`src/rtl/spi_resp_pkg.sv`:
```
package spi_resp_pkg;
  // Source of the byte staged for the next transmit slot.
  typedef enum logic [1:0] {
    SRC_FILL = 2'd0,
    SRC_PAD  = 2'd1,
    SRC_FIFO = 2'd2
  } src_e;
endpackage

```
`src/rtl/spi_resp_sync.sv`:
```
module spi_resp_sync #(
  parameter int               WIDTH   = 3,
  parameter int               STAGES  = 2,
  parameter logic [WIDTH-1:0] RST_VAL = '0
) (
  input  logic             clk,
  input  logic             rst,
  input  logic [WIDTH-1:0] d,
  output logic [WIDTH-1:0] q
);
  logic [WIDTH-1:0] ff [STAGES];

  always_ff @(posedge clk) begin
    if (rst) begin
      for (int s = 0; s < STAGES; s++) ff[s] <= RST_VAL;
    end else begin
      ff[0] <= d;
      for (int s = 1; s < STAGES; s++) ff[s] <= ff[s-1];
    end
  end

  assign q = ff[STAGES-1];
endmodule

```
`src/rtl/spi_resp_fifo.sv`:
```
module spi_resp_fifo #(
  parameter int DW    = 8,
  parameter int DEPTH = 8   // power of two, at least 2
) (
  input  logic                       clk,
  input  logic                       rst,
  input  logic                       flush,
  input  logic                       push,
  input  logic [DW-1:0]              wdata,
  input  logic                       pop,
  output logic [DW-1:0]              rdata,
  output logic                       empty,
  output logic [$clog2(DEPTH):0]     level
);
  localparam int AW = $clog2(DEPTH);

  logic [DW-1:0] mem [DEPTH];
  logic [AW:0]   wp, rp;
  logic          full, wr_en;
  logic [AW-1:0] waddr;

  assign full  = (wp[AW] != rp[AW]) && (wp[AW-1:0] == rp[AW-1:0]);
  assign empty = (wp == rp);
  assign level = wp - rp;
  // A flush with a push restarts the queue holding only the new byte.
  assign wr_en = push && (flush || !full);
  assign waddr = flush ? '0 : wp[AW-1:0];
  assign rdata = mem[rp[AW-1:0]];

  always_ff @(posedge clk) begin
    if (wr_en) mem[waddr] <= wdata;
  end

  always_ff @(posedge clk) begin
    if (rst) begin
      wp <= '0;
      rp <= '0;
    end else if (flush) begin
      rp <= '0;
      wp <= push ? (AW+1)'(1) : '0;
    end else begin
      if (wr_en)         wp <= wp + 1'b1;
      if (pop && !empty) rp <= rp + 1'b1;
    end
  end

  p_flush_load_r4: assert property (@(posedge clk) disable iff (rst)
    flush && push |=> (level == 1) && (rdata == $past(wdata)));
endmodule

```
`src/rtl/spi_resp_shift.sv`:
```
module spi_resp_shift #(
  parameter int CPOL = 0,
  parameter int CPHA = 0,
  parameter int DW   = 8
) (
  input  logic          clk,
  input  logic          rst,
  input  logic          sclk_s,
  input  logic          cs_n_s,
  input  logic          mosi_s,
  input  logic [DW-1:0] tx_byte,
  output logic          ld,        // tx_byte is staged into the shifter now
  output logic          commit,    // the staged byte's slot has begun
  output logic          rx_done,
  output logic [DW-1:0] rx_byte,
  output logic          miso,
  output logic          miso_oe
);
  localparam int CW = $clog2(DW);

  logic          sclk_d, act, act_d, rise, fall, lead, trail, smp, shf;
  logic [CW-1:0] cnt;
  logic [DW-1:0] sh_in, tx_sh;

  assign act   = ~cs_n_s;
  assign rise  = sclk_s & ~sclk_d;
  assign fall  = ~sclk_s & sclk_d;
  assign lead  = act & ((CPOL != 0) ? fall : rise);
  assign trail = act & ((CPOL != 0) ? rise : fall);

  generate
    if (CPHA == 0) begin : g_ph0
      // Capture on leading edges; the first bit must be out when select falls.
      assign smp    = lead;
      assign shf    = trail;
      assign ld     = act & (~act_d | (shf & (cnt == '0)));
      assign commit = smp & (cnt == '0);
    end else begin : g_ph1
      assign smp    = trail;
      assign shf    = lead;
      assign ld     = shf & (cnt == '0);
      assign commit = ld;
    end
  endgenerate

  always_ff @(posedge clk) begin
    if (rst) begin
      sclk_d  <= (CPOL != 0);
      act_d   <= 1'b0;
      cnt     <= '0;
      sh_in   <= '0;
      tx_sh   <= '0;
      miso    <= 1'b0;
      miso_oe <= 1'b0;
      rx_done <= 1'b0;
      rx_byte <= '0;
    end else begin
      sclk_d  <= sclk_s;
      act_d   <= act;
      miso_oe <= act;
      rx_done <= 1'b0;
      if (!act) begin
        cnt <= '0;
      end else begin
        if (smp) begin
          sh_in <= {sh_in[DW-2:0], mosi_s};
          cnt   <= cnt + 1'b1;
          if (cnt == CW'(DW-1)) begin
            rx_done <= 1'b1;
            rx_byte <= {sh_in[DW-2:0], mosi_s};
          end
        end
        if (ld) begin
          miso  <= tx_byte[DW-1];
          tx_sh <= {tx_byte[DW-2:0], 1'b0};
        end else if (shf) begin
          miso  <= tx_sh[DW-1];
          tx_sh <= {tx_sh[DW-2:0], 1'b0};
        end
      end
    end
  end

  p_byte_done_r1: assert property (@(posedge clk) disable iff (rst)
    smp && (cnt == CW'(DW-1)) |=> rx_done);
  p_miso_hold_r2: assert property (@(posedge clk) disable iff (rst)
    act && !shf && !ld |=> $stable(miso));
  p_idle_r7: assert property (@(posedge clk) disable iff (rst)
    !act |=> !miso_oe && (cnt == '0) && !rx_done);
endmodule

```
`src/rtl/spi_resp_slave.sv`:
```
module spi_resp_slave
  import spi_resp_pkg::*;
#(
  parameter int          CPOL        = 0,
  parameter int          CPHA        = 0,
  parameter int          DW          = 8,
  parameter int          FIFO_DEPTH  = 8,
  parameter int          PAD_COUNT   = 0,
  parameter logic [DW-1:0] PAD_BYTE  = '0,
  parameter logic [DW-1:0] FILL_BYTE = '0,
  parameter logic [DW-1:0] CMD_CODE  = DW'(8'h01),
  parameter logic [DW-1:0] RSP_CODE  = DW'(8'h02),
  parameter int          SYNC_STAGES = 2
) (
  input  logic          clk,
  input  logic          rst,
  input  logic          spi_sclk,
  input  logic          spi_cs_n,
  input  logic          spi_mosi,
  output logic          spi_miso,
  output logic          spi_miso_oe,
  output logic          rx_valid,
  output logic [DW-1:0] rx_data,
  input  logic          rx_take,
  output logic          rx_overrun,
  input  logic          rsp_push,
  input  logic [DW-1:0] rsp_data
);
  localparam int         PW       = $clog2(PAD_COUNT + 2);
  localparam int         LW       = $clog2(FIFO_DEPTH) + 1;
  localparam logic [2:0] SYNC_RST = {(CPOL != 0), 1'b1, 1'b0};

  logic          sclk_s, cs_n_s, mosi_s;
  logic          ld, commit, rx_done_i, cmd_hit;
  logic [DW-1:0] rx_byte_i, tx_byte, fifo_rdata;
  logic          fifo_empty, fifo_pop;
  logic [LW-1:0] fifo_level;
  logic [PW-1:0] pad_left;
  src_e          src_now, staged, commit_src;

  spi_resp_sync #(.WIDTH(3), .STAGES(SYNC_STAGES), .RST_VAL(SYNC_RST)) u_sync (
    .clk(clk), .rst(rst),
    .d({spi_sclk, spi_cs_n, spi_mosi}),
    .q({sclk_s, cs_n_s, mosi_s})
  );

  spi_resp_shift #(.CPOL(CPOL), .CPHA(CPHA), .DW(DW)) u_shift (
    .clk(clk), .rst(rst), .sclk_s(sclk_s), .cs_n_s(cs_n_s), .mosi_s(mosi_s),
    .tx_byte(tx_byte), .ld(ld), .commit(commit), .rx_done(rx_done_i),
    .rx_byte(rx_byte_i), .miso(spi_miso), .miso_oe(spi_miso_oe)
  );

  assign cmd_hit = rx_done_i && (rx_byte_i == CMD_CODE);

  spi_resp_fifo #(.DW(DW), .DEPTH(FIFO_DEPTH)) u_fifo (
    .clk(clk), .rst(rst),
    .flush(cmd_hit),
    .push(cmd_hit | rsp_push),
    .wdata(cmd_hit ? RSP_CODE : rsp_data),
    .pop(fifo_pop), .rdata(fifo_rdata), .empty(fifo_empty), .level(fifo_level)
  );

  // Byte offered to the shifter: owed pads first, then the queue, then fill.
  always_comb begin
    if (pad_left != '0)   src_now = SRC_PAD;
    else if (!fifo_empty) src_now = SRC_FIFO;
    else                  src_now = SRC_FILL;
    case (src_now)
      SRC_PAD:  tx_byte = PAD_BYTE;
      SRC_FIFO: tx_byte = fifo_rdata;
      default:  tx_byte = FILL_BYTE;
    endcase
  end

  // A staged byte is only used up once its slot sees its first edge.
  assign commit_src = ld ? src_now : staged;
  assign fifo_pop   = commit && (commit_src == SRC_FIFO) && !cmd_hit;

  always_ff @(posedge clk) begin
    if (rst) begin
      staged   <= SRC_FILL;
      pad_left <= '0;
    end else begin
      if (ld) staged <= src_now;
      if (cmd_hit)
        pad_left <= PW'(PAD_COUNT);
      else if (commit && (commit_src == SRC_PAD) && (pad_left != '0))
        pad_left <= pad_left - 1'b1;
    end
  end

  always_ff @(posedge clk) begin
    if (rst) begin
      rx_valid   <= 1'b0;
      rx_data    <= '0;
      rx_overrun <= 1'b0;
    end else if (rx_done_i) begin
      rx_data  <= rx_byte_i;
      rx_valid <= 1'b1;
      if (rx_valid && !rx_take) rx_overrun <= 1'b1;
    end else if (rx_take) begin
      rx_valid   <= 1'b0;
      rx_overrun <= 1'b0;
    end
  end

  p_reply_queued_r4: assert property (@(posedge clk) disable iff (rst)
    cmd_hit |=> (fifo_level == LW'(1)) && (pad_left == PW'(PAD_COUNT)));
  p_overrun_r8: assert property (@(posedge clk) disable iff (rst)
    rx_done_i && rx_valid && !rx_take |=> rx_overrun && rx_valid);
  p_take_r8: assert property (@(posedge clk) disable iff (rst)
    rx_take && !rx_done_i |=> !rx_valid && !rx_overrun);
endmodule

```
`config.mk`:
```
export PLATFORM = sky130hd
export DESIGN_NAME = spi_resp_slave
export DESIGN_NICKNAME = d
export VERILOG_FILES = /design/src/rtl/spi_resp_pkg.sv /design/src/rtl/spi_resp_sync.sv /design/src/rtl/spi_resp_fifo.sv /design/src/rtl/spi_resp_shift.sv /design/src/rtl/spi_resp_slave.sv
export SDC_FILE = /design/constraint.sdc
export NUM_CORES = 1
export LEC_CHECK = 0
export BUFFER_PORTS_ARGS = -buffer_cell sky130_fd_sc_hd__buf_2
export CORE_UTILIZATION = 60
export CTS_CLUSTER_DIAMETER = 120
export DETAILED_ROUTE_END_ITERATION = 7
export PLACE_DENSITY = 0.77
export SLEW_MARGIN = 30
export SYNTH_ARGS = -nofsm -noshare
export SYNTH_HDL_FRONTEND = slang
export SYNTH_SLANG_ARGS = --single-unit
```
`constraint.sdc`:
```
create_clock -name clk -period 3.1 [get_ports clk]
set_input_delay 0.465 -clock clk [delete_from_list [all_inputs] [get_ports clk]]
set_output_delay 0.465 -clock clk [all_outputs]
set_load 0.05 [all_outputs]
```
==> out/qor.csv <==
metric,value,unit
CTS tree,yes,
cells after synthesis,361,
Post-CTS Setup Inserts,0,
Reg2Reg Depth,5,
htree depth,4,
# hold bufs at CTS,0,
fin area,5680,um2
Fin Setup TNS,0,ns
PortBufs,26,
Mean Syn Cell Area,13.5,um2
share of cells above drive strength 1,0.222,
GP Congestion,0.766,
RSZ-0062 raised after global routing,no,
Area contributors post-synth,"edfxtp_1 39%, dfxtp_1 24%, mux4_2 7.4%",
Hold Path Origin,spi_cs_n,
overall routing resource usage,0.259,
R2R Path Start,u_fifo.wp[0]$_SDFFE_PP0P_,
Logic pwr share,0.036,
first-pass GRT wire length,15700,um
post-synth top area share,0.393,
maxcap violations,0,
Tmin final,2.41,ns
clock share of power,0.501,
via count,2988,
Yosys cell types,43,
WL final,9920,um
Total Power,0.00381,W
post-synth design cell area,4880,um2
Worst Hold Depth,2,
simple-gate share of the synthesized area,0.112,
Worst-Skew Late Latency,0.52,ns
TritonCTS buffer count,17,
crit end category,flip-flop,
Synth Register Bits,123,
crit path cell chain,xor2_1 -> o41ai_4 -> nor2b_1 -> nand2_1 -> nor2_1,
worst-path fanout max,9,
CP Data Required Time,3.24,ns
met2 GRT Util,0.397,
Area Growth Syn to Fin,16.3,%
Worst Skew,0.0128,ns
final hold violations,0,
Leakage,1.96,nW
switching share of total power,0.224,
Rel. slew slack,0.448,
Critical Path AT,2.55,ns
initial core utilization,0.626,
Hold Path Sink,u_sync.ff[0][1]$_SDFF_PP1_,
async set or reset register ratio after synthesis,0,
mux cell area share after synthesis,0.127,
Routed Antenna Nets,0,
"Seq/Total Area, Yosys",0.635,
# rows,32,
R2R setup slack,0.69,ns
M3 GR Usage,0.0564,
Most used DFF post-synth,edfxtp_1,
post-synthesis adder-cell area fraction,0.0128,
Detail Placement HPWL,6210,um
grt peak-use layer,met2,
full die area,8510,um2
initial antenna violation count,0,
Die Span Y,92.2,um
crit path max-delay cell type,nor2_1,
nets,412,
VDD IR-drop max,0.358,mV
drt drc,0,
Sw Pwr,0.000854,W
Die W,92.2,um
f_max,415,MHz
"CP delay by family, top",simple AND/OR/NAND/NOR gates,
largest family of logic cells by synthesized area,multiplexers,
biggest cell delay along the critical path,0.65,ns
startpoint class of the critical path,flip-flop,
# clock sinks,123,
CTS resizes,0,
per-cell routed wire length,19.6,um
drt first pass iters,6,
Synth Area in Compound Gates,0.0774,
Yosys warnings,0,
Mapped Nets,381,
clock buffer depth,2,
Core Box Area,7810,um2
largest net degree at the start of global routing,41,
crit share post-route,0.778,
status,finished clean,
Diodes inserted,0,
P_int,0.00296,W
vias in the first global route,2879,
DR vias/cell,5.89,
slew at the pin with the worst max-slew slack,0.826,ns
"Buf+Inv Stages, Crit Path",0,
Pwr Density,671,nW/um2
GR Util met1,0.363,
Final Core Density,0.728,
grt ovf,0,
hold crit path type,in -> reg,
"Cell Area, Placed",5100,um2
"Slew Viols, Final",0,
sequential power share,0.463,
Synth area leader,edfxtp_1,
# fillers,507,
Final Setup Violations,0,
io pins,27,
First DRT Iteration DRCs,201,
Post-synth EDFFs,64,
clock slew seen by the registers of the worst setup and hold paths,0.06,ns
Critical Setup Path Class,reg -> reg,
CTS root buffer,clkbuf_8,
xor/xnor share of the synthesized area,0.0126,
R2R Path End,u_fifo.mem[3][5]$_DFFE_PP_,
## worst reg2reg max path, stage by stage, from the launching register on
cell and delay [ns]:
dfxtp_1 0.53, xor2_1 0.32, o41ai_4 0.17, nor2b_1 0.21
nand2_1 0.15, nor2_1 0.65
## per-stage QoR
step           instances  setup WS, ns  hold WS, ns
2_1_floorplan        361         0.848        0.389
3_3_place_gp         475         0.740        0.392
3_5_place_dp         475         0.585        0.413
4_1_cts              507         0.517        0.130
5_1_grt              507         0.533        0.131
6_report             507         0.689        0.138
## power groups by stage
stage                      logic, W  clock network, W  registers [W]
after CTS                  0.000137           0.00192        0.00177
final                      0.000137           0.00191        0.00177
after global routing       0.000149           0.00200        0.00177
after global placement     0.000131                 0        0.00180
after floorplan           0.0000972                 0        0.00179
after detailed placement   0.000135                 0        0.00180
## layer usage
metal | part of all wire | vias up
li1 | - | 1397
met1 | 0.45 | 1466
met2 | 0.48 | 112
met3 | 0.060 | 13
met4 | 0.014 | 0
met5 | 0 | -
## cells by family after synthesis
kind of cell | count (synthesis)
adder cells (fa/ha/maj) | 5
flip-flops | 123
XOR/XNOR | 7
multiplexers | 42
buffers and inverters | 26
AND/OR/NAND/NOR | 107
AO/OA/AOI/OAI | 51
## cell type report
type                    count  area [um2]  share of cell area
inverters                   6        22.5             0.00396
repair buffers             32         175              0.0308
multi-input cells         212        1680               0.295
well taps                 102         128              0.0225
clock inverters            15         161              0.0284
clock buffers              17         414              0.0729
flip-flops and latches    123        3100               0.546
## flip-flops by register name (all words and copies together) (netlist names), 4 cells and up, named ones only
| signal | cells |
|---|---|
| rx_data | 8 |
| u_shift.tx_sh | 7 |
| u_sync.ff | 6 |
| u_fifo.rp | 4 |
| u_fifo.mem | 64 |
| u_shift.rx_byte | 8 |
| u_fifo.wp | 4 |
| u_shift.sh_in | 7 |
## synthesized netlist by cell type, types with 4 or more instances
| cell | number |
|---|---|
| edfxtp_1 | 64 |
| dfxtp_1 | 59 |
| nor2_1 | 38 |
| mux2i_1 | 26 |
| nand2_1 | 24 |
| a21oi_1 | 20 |
| mux4_2 | 16 |
| clkbuf_1 | 12 |
| nor2b_1 | 9 |
| a2bb2oi_1 | 8 |
| and2_1 | 8 |
| a211oi_1 | 7 |
| inv_1 | 6 |
| nand2b_1 | 6 |
| ha_1 | 5 |
| o21ai_0 | 5 |
| buf_2 | 4 |
| nor3_1 | 4 |
| or3_1 | 4 |
| xor2_1 | 4 |
## layout by cell type, fill, tap and decap left out, drive strengths merged, types with 2 or more instances in the layout
| master | count |
|---|---|
| inv | 12 |
| nor3 | 4 |
| or3 | 4 |
| nor2 | 38 |
| nor3b | 2 |
| xnor2 | 3 |
| clkinv | 3 |
| a31oi | 2 |
| and2 | 8 |
| bufinv | 2 |
| o41ai | 2 |
| a211oi | 8 |
| o21ai | 5 |
| ha | 5 |
| clkinvlp | 4 |
| clkbuf | 17 |
| a21oi | 20 |
| nand2 | 25 |
| xor2 | 4 |
| and3b | 2 |
| o31ai | 2 |
| nand3 | 2 |
| edfxtp | 64 |
| o211ai | 2 |
| mux2i | 26 |
| nor2b | 9 |
| a2bb2oi | 8 |
| mux4 | 16 |
| buf | 32 |
| or2 | 2 |
| dfxtp | 59 |
| nand2b | 6 |
## worst max-delay path by stage
stage               slack (ns)  cells past startpoint                       from                         end
floorplan                 0.85                      4  u_fifo.wp[0]$_SDFFE_PP0P_  u_fifo.mem[0][0]$_DFFE_PP_
global placement          0.74                      5  u_fifo.wp[0]$_SDFFE_PP0P_  u_fifo.mem[2][6]$_DFFE_PP_
detailed placement        0.58                      5  u_fifo.wp[0]$_SDFFE_PP0P_  u_fifo.mem[2][0]$_DFFE_PP_
CTS                       0.52                      5  u_fifo.wp[0]$_SDFFE_PP0P_  u_fifo.mem[2][5]$_DFFE_PP_
global route              0.53                      5  u_fifo.wp[0]$_SDFFE_PP0P_  u_fifo.mem[5][6]$_DFFE_PP_
finish                    0.69                      5  u_fifo.wp[0]$_SDFFE_PP0P_  u_fifo.mem[3][5]$_DFFE_PP_
(Power assumes the default switching activity.)
